### src/rtl/sdac_pkg.sv
package sdac_pkg;

  // Receiver control states
  typedef enum logic [1:0] {
    RX_IDLE  = 2'd0,  // waiting for a frame-select fall
    RX_SHIFT = 2'd1,  // collecting bits
    RX_HOLD  = 2'd2   // frame done, waiting for frame-select to rise
  } rx_state_e;

  // Bit positions of the serial pins inside the synchronized vector
  localparam int PIN_FSEL = 0;
  localparam int PIN_SCLK = 1;
  localparam int PIN_DIN  = 2;
  localparam int PIN_CNT  = 3;

  // Idle levels loaded into the synchronizers at reset: select and clock high
  localparam logic [PIN_CNT-1:0] PIN_IDLE = 3'b011;

endpackage

### src/rtl/sdac_pin_sync.sv
module sdac_pin_sync #(
  parameter int             WIDTH   = 3,
  parameter int             STAGES  = 2,
  parameter logic [WIDTH-1:0] RST_VAL = '0
) (
  input  logic             clk,
  input  logic             rst_n,
  input  logic [WIDTH-1:0] pins_i,
  output logic [WIDTH-1:0] lvl_o
);

  // One flop chain per pin; the last stage is the synchronized level
  for (genvar b = 0; b < WIDTH; b++) begin : g_pin
    logic [STAGES-1:0] chain;

    always_ff @(posedge clk or negedge rst_n) begin
      if (!rst_n) begin
        chain <= {STAGES{RST_VAL[b]}};
      end else begin
        chain <= {chain[STAGES-2:0], pins_i[b]};
      end
    end

    assign lvl_o[b] = chain[STAGES-1];
  end

endmodule

### src/rtl/sdac_edge_det.sv
module sdac_edge_det #(
  parameter int               WIDTH   = 2,
  parameter logic [WIDTH-1:0] RST_VAL = '1
) (
  input  logic             clk,
  input  logic             rst_n,
  input  logic [WIDTH-1:0] lvl_i,
  output logic [WIDTH-1:0] fall_o
);

  logic [WIDTH-1:0] lvl_q;

  always_ff @(posedge clk or negedge rst_n) begin
    if (!rst_n) begin
      lvl_q <= RST_VAL;
    end else begin
      lvl_q <= lvl_i;
    end
  end

  for (genvar b = 0; b < WIDTH; b++) begin : g_fall
    assign fall_o[b] = lvl_q[b] & ~lvl_i[b];
  end

endmodule

### src/rtl/sdac_frame_ctrl.sv
module sdac_frame_ctrl
  import sdac_pkg::*;
#(
  parameter int FRAME_BITS = 24,
  parameter int CODE_LSB   = 2,
  parameter int CODE_W     = 18,
  parameter int RSV_W      = 2
) (
  input  logic              clk,
  input  logic              rst_n,
  input  logic              fsel_lvl,
  input  logic              fsel_fall,
  input  logic              sclk_fall,
  input  logic              din_bit,
  output logic              commit_o,
  output logic              abort_o,
  output logic [CODE_W-1:0] code_o,
  output logic [RSV_W-1:0]  rsv_o
);

  // The reserved field sits just above the code. Bits above it are never needed.
  localparam int RSV_LSB = CODE_LSB + CODE_W;
  localparam int SH_W    = RSV_LSB + RSV_W - 1;
  localparam int CNT_W   = $clog2(FRAME_BITS);
  localparam logic [CNT_W-1:0] LAST_IDX = CNT_W'(FRAME_BITS - 1);

  rx_state_e         state;
  logic [CNT_W-1:0]  cnt;
  logic [SH_W-1:0]   shreg;
  logic [SH_W:0]     frame_full;

  logic              in_shift;
  logic              last_fall;
  logic              shift_en;

  // Frame as it stands once the current data bit is taken
  assign frame_full = {shreg, din_bit};

  assign in_shift  = (state == RX_SHIFT);
  // The 24th fall counts even if frame-select is seen high in the same cycle
  assign last_fall = in_shift && sclk_fall && (cnt == LAST_IDX);
  assign abort_o   = in_shift && fsel_lvl && !last_fall;
  assign shift_en  = in_shift && sclk_fall && !fsel_lvl && !last_fall;
  assign commit_o  = last_fall;

  assign code_o = frame_full[CODE_LSB +: CODE_W];
  assign rsv_o  = frame_full[RSV_LSB +: RSV_W];

  always_ff @(posedge clk or negedge rst_n) begin
    if (!rst_n) begin
      state <= RX_IDLE;
      cnt   <= '0;
      shreg <= '0;
    end else begin
      unique case (state)
        RX_IDLE: begin
          if (fsel_fall) begin
            state <= RX_SHIFT;
            cnt   <= '0;
            shreg <= '0;
          end
        end
        RX_SHIFT: begin
          if (last_fall) begin
            state <= RX_HOLD;
          end else if (abort_o) begin
            state <= RX_IDLE;
            cnt   <= '0;
            shreg <= '0;
          end else if (shift_en) begin
            cnt   <= cnt + CNT_W'(1);
            shreg <= frame_full[SH_W-1:0];
          end
        end
        RX_HOLD: begin
          if (fsel_lvl) begin
            state <= RX_IDLE;
          end
        end
        default: state <= RX_IDLE;
      endcase
    end
  end

  // Idle waits for a select fall
  assert_idle_waits_fall_R2: assert property (@(posedge clk) disable iff (!rst_n)
    (state == RX_IDLE && !fsel_fall) |=> (state == RX_IDLE));

  // A completed frame moves to the hold state
  assert_commit_enters_hold_R4: assert property (@(posedge clk) disable iff (!rst_n)
    commit_o |=> (state == RX_HOLD));

  // The bit count never passes the last index while shifting
  assert_count_bounded_R4: assert property (@(posedge clk) disable iff (!rst_n)
    in_shift |-> (cnt <= LAST_IDX));

  // An abort leaves a clean controller
  assert_abort_clears_R5: assert property (@(posedge clk) disable iff (!rst_n)
    abort_o |=> (state == RX_IDLE && cnt == '0 && shreg == '0));

  // Hold ignores the serial clock while select stays low
  assert_hold_ignores_clock_R6: assert property (@(posedge clk) disable iff (!rst_n)
    (state == RX_HOLD && !fsel_lvl) |=> (state == RX_HOLD));

endmodule

### src/rtl/sdac_code_hold.sv
module sdac_code_hold #(
  parameter int CODE_W    = 18,
  parameter int RSV_W     = 2,
  parameter bit RESET_MID = 1'b0
) (
  input  logic              clk,
  input  logic              rst_n,
  input  logic              commit_i,
  input  logic [CODE_W-1:0] code_i,
  input  logic [RSV_W-1:0]  rsv_i,
  output logic [CODE_W-1:0] code_o,
  output logic              update_o,
  output logic              rsv_flag_o
);

  // Power-up code: zero, or only the top bit set for midscale
  function automatic logic [CODE_W-1:0] power_up_code(input bit mid);
    logic [CODE_W-1:0] v;
    v = '0;
    if (mid) begin
      v[CODE_W-1] = 1'b1;
    end
    return v;
  endfunction

  // A reserved field counts as used when any of its bits is set
  function automatic logic rsv_used(input logic [RSV_W-1:0] r);
    return |r;
  endfunction

  localparam logic [CODE_W-1:0] CODE_RST = power_up_code(RESET_MID);

  always_ff @(posedge clk or negedge rst_n) begin
    if (!rst_n) begin
      code_o     <= CODE_RST;
      update_o   <= 1'b0;
      rsv_flag_o <= 1'b0;
    end else begin
      update_o <= commit_i;
      if (commit_i) begin
        code_o     <= code_i;
        rsv_flag_o <= rsv_used(rsv_i);
      end
    end
  end

  // The held code moves only together with the strobe
  assert_code_only_on_strobe_R7: assert property (@(posedge clk) disable iff (!rst_n)
    !update_o |-> $stable(code_o));

  // The reserved flag moves only together with the strobe
  assert_flag_only_on_strobe_R8: assert property (@(posedge clk) disable iff (!rst_n)
    !update_o |-> $stable(rsv_flag_o));

  // The strobe lasts one cycle
  assert_single_strobe_R9: assert property (@(posedge clk) disable iff (!rst_n)
    update_o |=> !update_o);

endmodule

### src/rtl/sdac_frame_rx.sv
module sdac_frame_rx
  import sdac_pkg::*;
#(
  parameter int FRAME_BITS  = 24,
  parameter int CODE_LSB    = 2,
  parameter int CODE_W      = 18,
  parameter int RSV_W       = 2,
  parameter int SYNC_STAGES = 2,
  parameter bit RESET_MID   = 1'b0
) (
  input  logic              clk,
  input  logic              rst_n,
  input  logic              fsel_n,
  input  logic              sclk,
  input  logic              sdin,
  output logic [CODE_W-1:0] dac_code,
  output logic              dac_update,
  output logic              rsv_flag
);

  localparam int EDGE_W = 2;

  logic [PIN_CNT-1:0] pins_raw;
  logic [PIN_CNT-1:0] pins_lvl;
  logic [EDGE_W-1:0]  pin_fall;

  // Named internal events
  logic              fsel_lvl;
  logic              fsel_fall;
  logic              sclk_fall;
  logic              din_bit;
  logic              frame_commit;
  logic              frame_abort;
  logic [CODE_W-1:0] frame_code;
  logic [RSV_W-1:0]  frame_rsv;

  assign pins_raw[PIN_FSEL] = fsel_n;
  assign pins_raw[PIN_SCLK] = sclk;
  assign pins_raw[PIN_DIN]  = sdin;

  sdac_pin_sync #(
    .WIDTH   (PIN_CNT),
    .STAGES  (SYNC_STAGES),
    .RST_VAL (PIN_IDLE)
  ) u_sync (
    .clk    (clk),
    .rst_n  (rst_n),
    .pins_i (pins_raw),
    .lvl_o  (pins_lvl)
  );

  sdac_edge_det #(
    .WIDTH   (EDGE_W),
    .RST_VAL (PIN_IDLE[EDGE_W-1:0])
  ) u_edge (
    .clk    (clk),
    .rst_n  (rst_n),
    .lvl_i  (pins_lvl[EDGE_W-1:0]),
    .fall_o (pin_fall)
  );

  assign fsel_lvl  = pins_lvl[PIN_FSEL];
  assign din_bit   = pins_lvl[PIN_DIN];
  assign fsel_fall = pin_fall[PIN_FSEL];
  assign sclk_fall = pin_fall[PIN_SCLK];

  sdac_frame_ctrl #(
    .FRAME_BITS (FRAME_BITS),
    .CODE_LSB   (CODE_LSB),
    .CODE_W     (CODE_W),
    .RSV_W      (RSV_W)
  ) u_ctrl (
    .clk       (clk),
    .rst_n     (rst_n),
    .fsel_lvl  (fsel_lvl),
    .fsel_fall (fsel_fall),
    .sclk_fall (sclk_fall),
    .din_bit   (din_bit),
    .commit_o  (frame_commit),
    .abort_o   (frame_abort),
    .code_o    (frame_code),
    .rsv_o     (frame_rsv)
  );

  sdac_code_hold #(
    .CODE_W    (CODE_W),
    .RSV_W     (RSV_W),
    .RESET_MID (RESET_MID)
  ) u_hold (
    .clk        (clk),
    .rst_n      (rst_n),
    .commit_i   (frame_commit),
    .code_i     (frame_code),
    .rsv_i      (frame_rsv),
    .code_o     (dac_code),
    .update_o   (dac_update),
    .rsv_flag_o (rsv_flag)
  );

  // Every commit gives a strobe in the next cycle
  assert_commit_strobes_R4: assert property (@(posedge clk) disable iff (!rst_n)
    frame_commit |=> dac_update);

  // An aborted frame gives no strobe
  assert_abort_no_strobe_R5: assert property (@(posedge clk) disable iff (!rst_n)
    frame_abort |=> !dac_update);

endmodule

### config.mk
export PLATFORM = sky130hd
export DESIGN_NAME = sdac_frame_rx
export DESIGN_NICKNAME = d
export VERILOG_FILES = /design/src/rtl/sdac_pkg.sv /design/src/rtl/sdac_pin_sync.sv /design/src/rtl/sdac_edge_det.sv /design/src/rtl/sdac_frame_ctrl.sv /design/src/rtl/sdac_code_hold.sv /design/src/rtl/sdac_frame_rx.sv
export SDC_FILE = /design/constraint.sdc
export NUM_CORES = 1
export LEC_CHECK = 0
export ABC_AREA = 1
export BUFFER_PORTS_ARGS = -buffer_cell sky130_fd_sc_hd__buf_2
export CAP_MARGIN = 20
export CORE_MARGIN = 10
export CORE_UTILIZATION = 40
export DETAILED_ROUTE_END_ITERATION = 16
export MAX_ROUTING_LAYER = met4
export PLACE_DENSITY = 0.61
export SLEW_MARGIN = 15
export SYNTH_ARGS = -nofsm -noshare
export SYNTH_HDL_FRONTEND = slang
export SYNTH_SLANG_ARGS = --single-unit
export TNS_END_PERCENT = 100
### constraint.sdc
create_clock -name clk -period 2.2 [get_ports clk]
set_input_delay 0.33 -clock clk [delete_from_list [all_inputs] [get_ports clk]]
set_output_delay 0.33 -clock clk [all_outputs]
set_load 0.05 [all_outputs]
-- Word level (Yosys, flattened, before mapping)
Cells that the tools add are included.
- register bits: 56
- memories: 0
- bits in latches: 0
- output and inout bits: 20
- RAM bits: 0
- word-level logic and storage cells: 51
- ROM bits: 0
- divide/modulo/power cells: 0
- order comparisons: 0
- equal/unequal tests: 8
- shift operators: 0
- multiply operators: 0
- bitwise operators: 4
- mux-type cells: 15
- reductions and logical operators: 13
- add/sub/neg operators: 1
- operators with widths (operator ; number):
    2-to-1 mux 21 bit ; 4
    one-hot mux 21 bit (2 select lines) ; 1
    2-to-1 mux 5 bit ; 4
    one-hot mux 5 bit (2 select lines) ; 1
    2-to-1 mux 2 bit ; 4
    logical AND 1 bit ; 6
    != test 2 bit (second input constant) ; 3
    != test 3 bit (second input constant) ; 2
    one-hot mux 2 bit (3 select lines) ; 1
    adder 5 x 1 -> 5 bit (second input constant) ; 1
    equality test 5 bit (second input constant) ; 1
    AND reduction 4 bit ; 1
    AND reduction 3 bit ; 1
    bitwise AND 1 bit ; 2
    equality test 2 x 1 -> 1 bit (second input constant) ; 1
    equality test 2 bit (second input constant) ; 1
    logical NOT 1 bit ; 2
    logical NOT 2 bit ; 1
    NOT 1 bit ; 2
    nonzero test 2 bit ; 1
    OR reduction 2 bit ; 1

-- Logic depth before layout (Yosys ltp)
Gate-level depths: netlist of the first run.
- depth after elaboration: 10
- mapped depth: 10
- depth with buffers taken out: 9

-- Modules after synthesis
Synthesis of the first run repeated with hierarchy kept, for this count alone.
- cells, all modules: 263
- area total of the unflattened synthesis: 2463.6 µm²
- by module, submodules not included (module ; times used ; cells an instance ; seq. area each (µm²) ; area each (µm²)):
    sdac_frame_ctrl ; 1 ; 167 ; 700.7 ; 1448.9
    sdac_code_hold ; 1 ; 81 ; 500.5 ; 764.5
    sdac_pin_sync ; 1 ; 9 ; 155.1 ; 177.7
    sdac_edge_det ; 1 ; 6 ; 52.6 ; 72.6

-- Least setup slack after synthesis of the first run
OpenSTA, ideal clock, no wires.
- path kind: register to register
- start: register u_ctrl.cnt[0]
- end: register u_ctrl.cnt[0]
- setup slack: 0.667 ns
- arrival time: 1.459 ns
- stages on the path, launching flop included: 10
- cells stage by stage: dfrtp_1 > ha_1 > nand2_1 > inv_2 > nand2_2 > nor2_4 > nor2_8 > nand2_8 > buf_6 > o21ai_2
- cells in the longest elaborated chain, start to end: 7
- elaborated cells between the ends (all ways): 13
- those cells by class: add/sub: 1; eq/ne: 3; mux: 4; reduce/logical: 5
- ends and longest elaborated chain (element ; line ; RTL):
    start: declaration ; sdac_frame_ctrl.sv:28 ; logic [CNT_W-1:0] cnt;
    start signal: assignment ; sdac_frame_ctrl.sv:71 ; cnt <= cnt + CNT_W'(1);
    equality test 5 bit * ; sdac_frame_ctrl.sv:41 ; assign last_fall = in_shift && sclk_fall && (cnt == LAST_IDX);
    logical AND 1 bit * ; sdac_frame_ctrl.sv:41 ;
    via frame_commit ; sdac_frame_rx.sv:32 ; logic frame_commit;
    logical NOT 1 bit ; sdac_frame_ctrl.sv:42, sdac_frame_ctrl.sv:43 ;
    logical AND 1 bit ; sdac_frame_ctrl.sv:42 ; assign abort_o = in_shift && fsel_lvl && !last_fall;
    2-to-1 mux 5 bit ; sdac_frame_ctrl.sv:66 ; end else if (abort_o) begin
    2-to-1 mux 5 bit ; sdac_frame_ctrl.sv:64 ; if (last_fall) begin
    one-hot mux 5 bit (2 select lines) ; sdac_frame_ctrl.sv:55 ; unique case (state)
The timed path passes the listed nets; every way through them passes the cells marked *. The select of a mux whose other input is x is not followed.
A chain may end at the register's enable or synchronous reset.

-- Worst setup path in the final report of the first run
- start: register u_ctrl.cnt[0]
- end: register u_ctrl.shreg[10]
- cells in the longest elaborated chain, start to end: 7
- elaborated cells between the ends (all ways): 11
- those cells by class: eq/ne: 3; mux: 3; reduce/logical: 5
- ends and longest elaborated chain (element ; line ; RTL):
    equality test 5 bit * ; sdac_frame_ctrl.sv:41 ;
    logical AND 1 bit * ; sdac_frame_ctrl.sv:41 ;
    via frame_commit ; sdac_frame_rx.sv:32 ;
    logical NOT 1 bit ; sdac_frame_ctrl.sv:42, sdac_frame_ctrl.sv:43 ;
    logical AND 1 bit ; sdac_frame_ctrl.sv:42 ;
    2-to-1 mux 21 bit ; sdac_frame_ctrl.sv:66 ;
    2-to-1 mux 21 bit ; sdac_frame_ctrl.sv:64 ;
    one-hot mux 21 bit (2 select lines) ; sdac_frame_ctrl.sv:55 ;
    end signal: assignment ; sdac_frame_ctrl.sv:72 ; shreg <= frame_full[SH_W-1:0];
    end: declaration ; sdac_frame_ctrl.sv:29 ; logic [SH_W-1:0] shreg;
Marked as above.

==> run metrics, run 1 <==
gr usage total=0.1049; CP Launch Type=register; Syn Inst Count=229; Tcrit/Tclk final=0.7441; CTS buffer count=5; post-synthesis sequential area ratio=0.6163; Reg power frac=0.605; Remaining Overflow, GRT=0; first-pass iteration count of the detailed router=4; Crit path largest cell delay=440 ps; Yosys top cell area share=0.5473; floorplan row count=27; first-pass GRT wire length=7.500 mm; Sw Ratio=0.2404; max cap viols=0; number of global-route vias before repair=1648; setup_tns=0 ps; post-synthesis cell area=2286 µm²; top_reg_cell synth=dfrtp_1; CTS root buffer=clkbuf_8; Layout fillers=548; status=finished with violations; Slew HR=0.6427; post-route ant nets=0; via count=1507; Ant. Diodes=0; Reg2Reg Setup Slack=560 ps; FF+latch count, synth=56; failing checks=negative hold slack; Worst-Margin Slew=535.9 ps; Synth Warn #=0; Wirelength per Cell=12.07 µm; # DRC=0; I/O Buffers=24; clk_lat worst skew=310 ps; CP Cell Sequence=ha_1, nand2_1, inv_2, nand2_2, nor2_4, nor2_8, nand2_8, o21ai_1; syn_area_per_cell=9.982 µm²; ranking of synthesized cells by area=dfrtp_1, nand2_1, dfstp_2, o21ai_2, o21ai_0; top cells by count, synth=nand2_1, dfrtp_1, inv_1, o21ai_0, o21ai_2; Hold Crit Class=in -> async; clock-pin slew on the worst setup and hold paths=100 ps; clk buf depth=2; post-route insts no fill=330; Syn Nets=235; final hold vios=9; DPL Wire Length=2.860 mm; Int Pwr=0.001332 W; PostCTS Resize Cnt=0; critical path peak fanout=19; WP buf/inv=1; Lkg Pwr=1.231 nW; RD Place Congestion=0.8664; postcts setup bufs=0; Chip Height=95.60 µm; Die Wd=95.60 µm; Crit-path slowest cell=dfrtp_1; Pwr per Cell Area=681.8 nW/µm²; critical path class=reg -> reg; placed insts=322; Critical Path AT=1870 ps; part of the power in the clock network=0.333; CTS sink cnt=56; Comb pwr share=0.062; worst hold slack=-6.920 ps; most numerous cell in the Yosys netlist=nand2_1; 1st-iter DRT viols=74; largest net degree at the start of global routing=25; hold buffer count at cts=0; nets=263; leading area contributor after synthesis=dfrtp_1; crit end category=register; critical path's top delay family=simple AND/OR/NAND/NOR gates; peak supply drop=0.3788 mV; layout cell share with drive strength beyond 1=0.2752; H-tree lvl count=2; full die area=9138 µm²; num ports=25; fmax=0.6109 GHz; initial antenna violation count=0; Post-synth ARST share=1.000; routed wire length=3.983 mm; post-DR vias/cell=4.567; Slew Limit Fails=0; core area=5540 µm²; CP required=2430 ps; Final Setup Violations=0; Sw Pwr=0.0004215 W; unrepaired setup endpoints after global routing=false; Post-synth EDFFs=0; skew final=7.010 ps; CTS tree=done; Synth cell types=23; Final Critical Period=1637 ps; starting utilization of the core area=0.4126; Area Growth Syn to Fin=12.48%
## layout by cell type, fill, tap and decap left out
cell | netlist | final
inv_1 | 26 | 26
nand4_1 | 4 | 4
o21ai_0 | 20 | 20
nor2_2 | 2 | 2
nand2_2 | 5 | 5
inv_2 | 3 | 3
nor2_8 | 1 | 1
nor2_4 | 1 | 1
dfrtp_1 | 50 | 50
nand3_1 | 9 | 9
ha_1 | 1 | 1
clkinv_2 | 0 | 1
dfstp_2 | 6 | 6
inv_6 | 0 | 1
buf_4 | 0 | 4
o21ai_1 | 5 | 5
o31ai_1 | 1 | 1
clkbuf_8 | 0 | 6
a21oi_1 | 2 | 2
nand2_8 | 1 | 1
nor2_1 | 8 | 8
inv_4 | 1 | 1
nand2_1 | 61 | 61
buf_2 | 2 | 24
o21ai_2 | 15 | 15
## final cells by class
type                       instances  area (µm²)  share of cell area
sequential                        56        1409              0.5479
multi-input combinational        136       710.7              0.2764
timing repair buffer              28       150.1             0.05839
inverter                          30       115.1             0.04477
tap                               72       90.09             0.03504
clock buffer                       6       82.58             0.03212
clock inverter                     2       13.76            0.005353
## cell families after synthesis
family / count (synthesis) / synth area share
buf+inv: 37 / 0.07280
flops: 56 / 0.6163
simple gates: 92 / 0.1855
compound gates: 43 / 0.1199
fa+ha+maj: 1 / 0.005473
## final timing paths
| path | start | to | cells after the start |
|---|---|---|---|
| min in group clk | sclk | u_sync.g_pin[1].chain[0] | 1 |
| worst max-delay path | u_ctrl.cnt[0] | u_ctrl.shreg[10] | 8 |
| max in group asynchronous | rst_n | u_ctrl.shreg[2] | 2 |
| worst min-delay path | rst_n | u_hold.code_o[5] | 1 |
| worst min register to register | u_sync.g_pin[2].chain[0] | u_sync.g_pin[2].chain[1] | 0 |
| worst max register to register | u_ctrl.cnt[0] | u_ctrl.shreg[10] | 8 |
## worst register-to-register path: cells and delay by family, from the launching register on
family	cells	cell delay, ps
AOI/OAI and AO/OA	1	180
adders and majority gates	1	250
DFF	1	440
buffers and inverters	1	50
and+or+nand+nor	5	650
## metrics by stage
| step | total power (W) | setup WS, ps | util | area, µm² |
|---|---|---|---|---|
| 4_1_cts | 0.001786 | 551.5 | 0.4641 | 2571 |
| 6_report | 0.001753 | 563.1 | 0.4641 | 2571 |
| 5_1_grt | 0.001840 | 384.5 | 0.4641 | 2571 |
| 3_5_place_dp | 0.001193 | 566.9 | 0.4467 | 2475 |
| 3_3_place_gp | 0.001191 | 620.3 | 0.4467 | 2475 |
| 2_1_floorplan | 0.001159 | 667.1 | - | 2286 |
## metal layers
layer | share of wire | vias up | track usage
met2 | 0.44 | 23 | 0.1597
met4 | 0.015 | 0 | 0.03686
met1 | 0.50 | 701 | 0.1301
li1 | - | 777 | -
met5 | 0 | - | -
met3 | 0.043 | 6 | 0.03064
## power by group through the flow
stage / Clock [W] / Combinational, W / Sequential (W)
after floorplan: 0 / 0.0000816 / 0.00108
after global placement: 0 / 0.000112 / 0.00108
after detailed placement: 0 / 0.000114 / 0.00108
after CTS: 0.000612 / 0.000114 / 0.00106
after global routing: 0.000651 / 0.000126 / 0.00106
final: 0.000584 / 0.000109 / 0.00106
## registers in the layout, indices dropped and copies added (netlist names)
signal / cells
u_ctrl.cnt: 5
u_ctrl.shreg: 21
u_ctrl.state: 2
u_edge.lvl_q: 2
u_hold.code_o: 18
u_hold.rsv_flag_o: 1
u_hold.update_o: 1
u_sync.g_pin.chain: 6
Note: power is estimated with default switching activity, not from simulation.
==> run 2, diff against run 1 <==
clock period = 1.6 ns   (was 2.2 ns; I/O delays follow)
==> run metrics, run 2 (synthesis results as in run 1) <==
RR Endpoint=u_ctrl.cnt[2]; Slew Limit Fails=0; starting utilization of the core area=0.4126; I/O Buffers=24; most flop-heavy register=u_ctrl.shreg; 1st-iter DRT viols=116; post-route insts no fill=341; CP Launch Type=register; Crit-path slowest cell=dfrtp_1; WP buf/inv=3; Pwr per Cell Area=901.8 nW/µm²; most frequent cells in the layout=nand2_1, dfrtp_1, inv_1; Chip Height=95.60 µm; initial antenna violation count=0; Hold Crit Class=in -> reg; Lkg Pwr=1.292 nW; skew final=11.50 ps; H-tree lvl count=2; routed wire length=4.281 mm; Placed Area=2495 µm²; peak supply drop=0.4324 mV; clk buf depth=2; Design Area, Final=2723 µm²; Hold Path Cell Cnt=1; Critical Path AT=1800 ps; Tcrit/Tclk final=0.9826; crit end category=register; via count=1554; DPL Wire Length=2.836 mm; max cap viols=0; fmax=0.6361 GHz; RR Startpoint=u_ctrl.cnt[1]; core area=5540 µm²; Reg2Reg Setup Slack=30 ps; Final Critical Period=1572 ps; CTS sink cnt=56; clk_lat worst skew=310 ps; CP required=1820 ps; critical path's top delay family=simple AND/OR/NAND/NOR gates; critical path peak fanout=7; clock-pin slew on the worst setup and hold paths=100 ps; Worst-Margin Slew=496.7 ps; most common cell after layout, fill and taps aside=nand2_1; Remaining Overflow, GRT=0; first-pass iteration count of the detailed router=4; CTS buffer count=5; num ports=25; Ant. Diodes=0; first-pass GRT wire length=7.182 mm; post-route ant nets=0; gr usage total=0.1011; final hold vios=0; status=completed; reg2reg path depth=10; Final Setup Violations=0; Wirelength per Cell=12.55 µm; Slew HR=0.6689; Hold Path End=u_sync.g_pin[0].chain[0]; largest net degree at the start of global routing=36; Area Growth Syn to Fin=19.10%; floorplan row count=27; placed insts=323; nets=274; # DRC=0; layout cell share with drive strength beyond 1=0.3123; CTS root buffer=clkbuf_8; critical path class=reg -> reg; number of global-route vias before repair=1569; RD Place Congestion=0.9154; worst hold slack=29.69 ps; Crit path largest cell delay=410 ps; post-DR vias/cell=4.557; CTS tree=done; Die Wd=95.60 µm; full die area=9138 µm²; max reg flops=21; biggest regs=u_ctrl.shreg x21, u_hold.code_o x18, u_sync.g_pin.chain x6; CP Cell Sequence=ha_2, nand2_2, inv_2, nand2_2, nor2_4, nor2_8, buf_6, buf_6, nand2_1, a21oi_1; HP Start=fsel_n
-- run 2: layer usage --
layer	vias to the layer above	wire (µm)	track usage
met5	-	0	-
met4	0	55	0.03808
met3	4	160	0.02514
met2	23	2006	0.1569
met1	727	2059	0.1246
li1	800	-	-
-- run 2: cell type report --
cell class              instances  area (µm²)
inverters                      30       125.1
multi-input cells             137       749.5
fillers                       532        2818
repair buffers                 38       262.8
clock buffers                   6       72.57
well taps                      72       90.09
clock inverters                 2       13.76
flip-flops and latches         56        1409
-- run 2: stage by stage --
| step | utilization | power (W) | worst slack [ps] | TNS [ps] |
|---|---|---|---|---|
| after floorplan | - | 0.001594 | 67.07 | 0 |
| after global placement | 0.4503 | 0.001647 | 67.89 | 0 |
| after detailed placement | 0.4503 | 0.001649 | 19.60 | 0 |
| after CTS | 0.4724 | 0.002434 | 13.72 | 0 |
| after global routing | 0.4914 | 0.002564 | -26.26 | -181.0 |
| final | 0.4914 | 0.002455 | 27.86 | 0 |
-- run 2: worst reg2reg max path, stage by stage (launching register included) --
cell	delay, ps
dfrtp_1	410
ha_2	210
nand2_2	80
inv_2	50
nand2_2	90
nor2_4	50
nor2_8	210
buf_6	130
buf_6	80
nand2_1	40
a21oi_1	140
-- run 2: worst max-delay path by stage --
stage / cells past startpoint / end / startpoint / slack (ps)
floorplan: 9 / u_ctrl.cnt[0] / u_ctrl.cnt[0] / 70
global placement: 9 / u_ctrl.shreg[19] / u_ctrl.cnt[1] / 70
detailed placement: 8 / u_ctrl.shreg[8] / u_ctrl.cnt[1] / 20
CTS: 9 / u_ctrl.shreg[18] / u_ctrl.cnt[1] / 10
global route: 10 / u_ctrl.cnt[2] / u_ctrl.cnt[1] / -30
finish: 10 / u_ctrl.cnt[2] / u_ctrl.cnt[1] / 30
-- run 2: power breakdown --
group	total (W)	switching, W	internal [W]
combinational	0.000241	0.000148	0.0000924
sequential	0.00145	0.0000135	0.00144
clock	0.000760	0.000447	0.000313
total	0.00246	0.000608	0.00185
-- run 2: timing repair --
action	CTS	global route
resized for setup	0	15
pin swaps	1	3
gates cloned	1	0
hold buffers	1	0
endpoints found under the setup margin	3	26
buffers inserted	2	6
endpoints found under the hold margin	15	0
==> run 3, diff against run 2 <==
CELL_PAD_IN_SITES_DETAIL_PLACEMENT = 1   (was not set)
CELL_PAD_IN_SITES_GLOBAL_PLACEMENT = 1   (was not set)
CTS_CLUSTER_SIZE = 40   (was not set)
PLACE_DENSITY = 0.74   (was 0.61)
SYNTH_HIERARCHICAL = 1   (was not set)
==> run metrics, run 3 <==
status=completed; routed wire length=4.806 mm; CP required=1850 ps; num ports=25; Crit-path slowest cell=dfstp_2; Sw Pwr=0.0005871 W; largest net degree at the start of global routing=57; Int Pwr=0.001979 W; Remaining Overflow, GRT=0; Sw Ratio=0.2288; post-synthesis cell area=2459 µm²; clk_lat worst skew=310 ps; Slew Limit Fails=0; WP buf/inv=3; critical path class=reg -> reg; core area=5956 µm²; CTS root buffer=clkbuf_8; I/O Buffers=24; fmax=0.6614 GHz; post-route ant nets=0; Die Wd=98.40 µm; 1st-iter DRT viols=25; Chip Height=98.40 µm; setup_tns=0 ps; # DRC=0; critical path peak fanout=19; Ant. Diodes=0; initial antenna violation count=0; H-tree lvl count=2; Design Area, Final=2703 µm²; Syn Nets=268; layout cell share with drive strength beyond 1=0.2770; Lkg Pwr=1.475 nW; most frequent cells in the layout=nand2_1, dfrtp_1, buf_2; Reg power frac=0.565; DPL Wire Length=3.385 mm; CP Cell Sequence=inv_1, nor2_2, inv_2, nor2_2, nand2_4, nand2_4, buf_12, nand2_1, o21ai_2; Tcrit/Tclk final=0.9449; max cap viols=0; Wirelength per Cell=13.61 µm; Worst-Margin Slew=364.7 ps; Slew HR=0.7560; RD Place Congestion=0.7470; first-pass iteration count of the detailed router=4; crit end category=register; worst hold slack=30.10 ps; Syn Inst Count=262; most common cell after layout, fill and taps aside=nand2_1; syn_area_per_cell=9.384 µm²; via count=1686; part of the power in the clock network=0.360; total power=0.002566 W; starting utilization of the core area=0.4128; max reg flops=21; Hold Crit Class=in -> reg; Layout fillers=704; CP Launch Type=register; Critical Path AT=1760 ps; critical path's top delay family=simple AND/OR/NAND/NOR gates; Placed Area=2527 µm²; Final Setup Violations=0; CTS tree=done; clock-pin slew on the worst setup and hold paths=100 ps; clk buf depth=2; Crit path largest cell delay=530 ps; first-pass GRT wire length=8.500 mm; skew final=8.290 ps; CTS sink cnt=56; biggest regs=u_ctrl/shreg x21, u_hold/code_o x18, u_sync/g_pin.chain x6; post-DR vias/cell=4.776; Area Growth Syn to Fin=9.924%; number of global-route vias before repair=1851; nets=283; final hold vios=0; Final Critical Period=1512 ps; gr usage total=0.1080; peak supply drop=0.5255 mV; CTS buffer count=5; floorplan row count=28; Comb pwr share=0.075; full die area=9683 µm²; most flop-heavy register=u_ctrl/shreg; Synth Warn #=6; Pwr per Cell Area=949.4 nW/µm²
-- run 3: timing repair --
action                                 4_1_cts  5_1_grt
cloned                                       0        0
setup endpoints to repair                   25       44
buffers inserted                             0        1
endpoints found under the hold margin       50        2
hold buffers                                 1        2
pin swaps                                    0        1
gates resized for setup                      3        7
-- run 3: power groups by stage --
stage	Combinational (W)	Sequential (W)	Clock, W
2_1_floorplan	0.000104	0.00147	0
3_3_place_gp	0.000178	0.00147	0
3_5_place_dp	0.000182	0.00148	0
4_1_cts	0.000186	0.00145	0.000966
5_1_grt	0.000214	0.00145	0.00102
6_report	0.000193	0.00145	0.000923
-- run 3: metal layers --
| layer | wire length [µm] | up-vias | global-route usage |
|---|---|---|---|
| met3 | 216 | 7 | 0.03312 |
| li1 | - | 815 | - |
| met2 | 2451 | 19 | 0.1861 |
| met5 | 0 | - | - |
| met4 | 89 | 0 | 0.04300 |
| met1 | 2050 | 845 | 0.1123 |
-- run 3: layout make-up --
class	count	area, µm²	area share
clock inverters	3	42.54	0.01574
well taps	75	93.84	0.03472
inverters	13	53.80	0.01991
repair buffers	41	296.5	0.1097
clock buffers	5	68.82	0.02546
flip-flops and latches	56	1409	0.5213
multi-input cells	160	738.2	0.2731
-- run 3: worst paths after layout --
kind	endpoint	slack, ps	cells past startpoint	startpoint
setup / recovery	u_ctrl/shreg[15]	90	9	u_edge/lvl_q[1]
hold / removal	u_sync/g_pin[2].chain[0]	30	1	sdin
setup reg to reg	u_ctrl/shreg[15]	90	9	u_edge/lvl_q[1]
hold reg to reg	u_sync/g_pin[1].chain[1]	360	0	u_sync/g_pin[1].chain[0]
max in group asynchronous	u_edge/lvl_q[0]	850	3	rst_n
min in group asynchronous	u_hold/code_o[1]	440	3	rst_n
-- run 3: metrics by stage --
| stage | std cells | utilization | worst slack, ps |
|---|---|---|---|
| floorplan | 262 | - | 68.57 |
| global placement | 341 | 0.4244 | 109.4 |
| detailed placement | 341 | 0.4244 | -25.00 |
| CTS | 350 | 0.4462 | 4.586 |
| global route | 353 | 0.4538 | -23.06 |
| finish | 353 | 0.4538 | 88.10 |
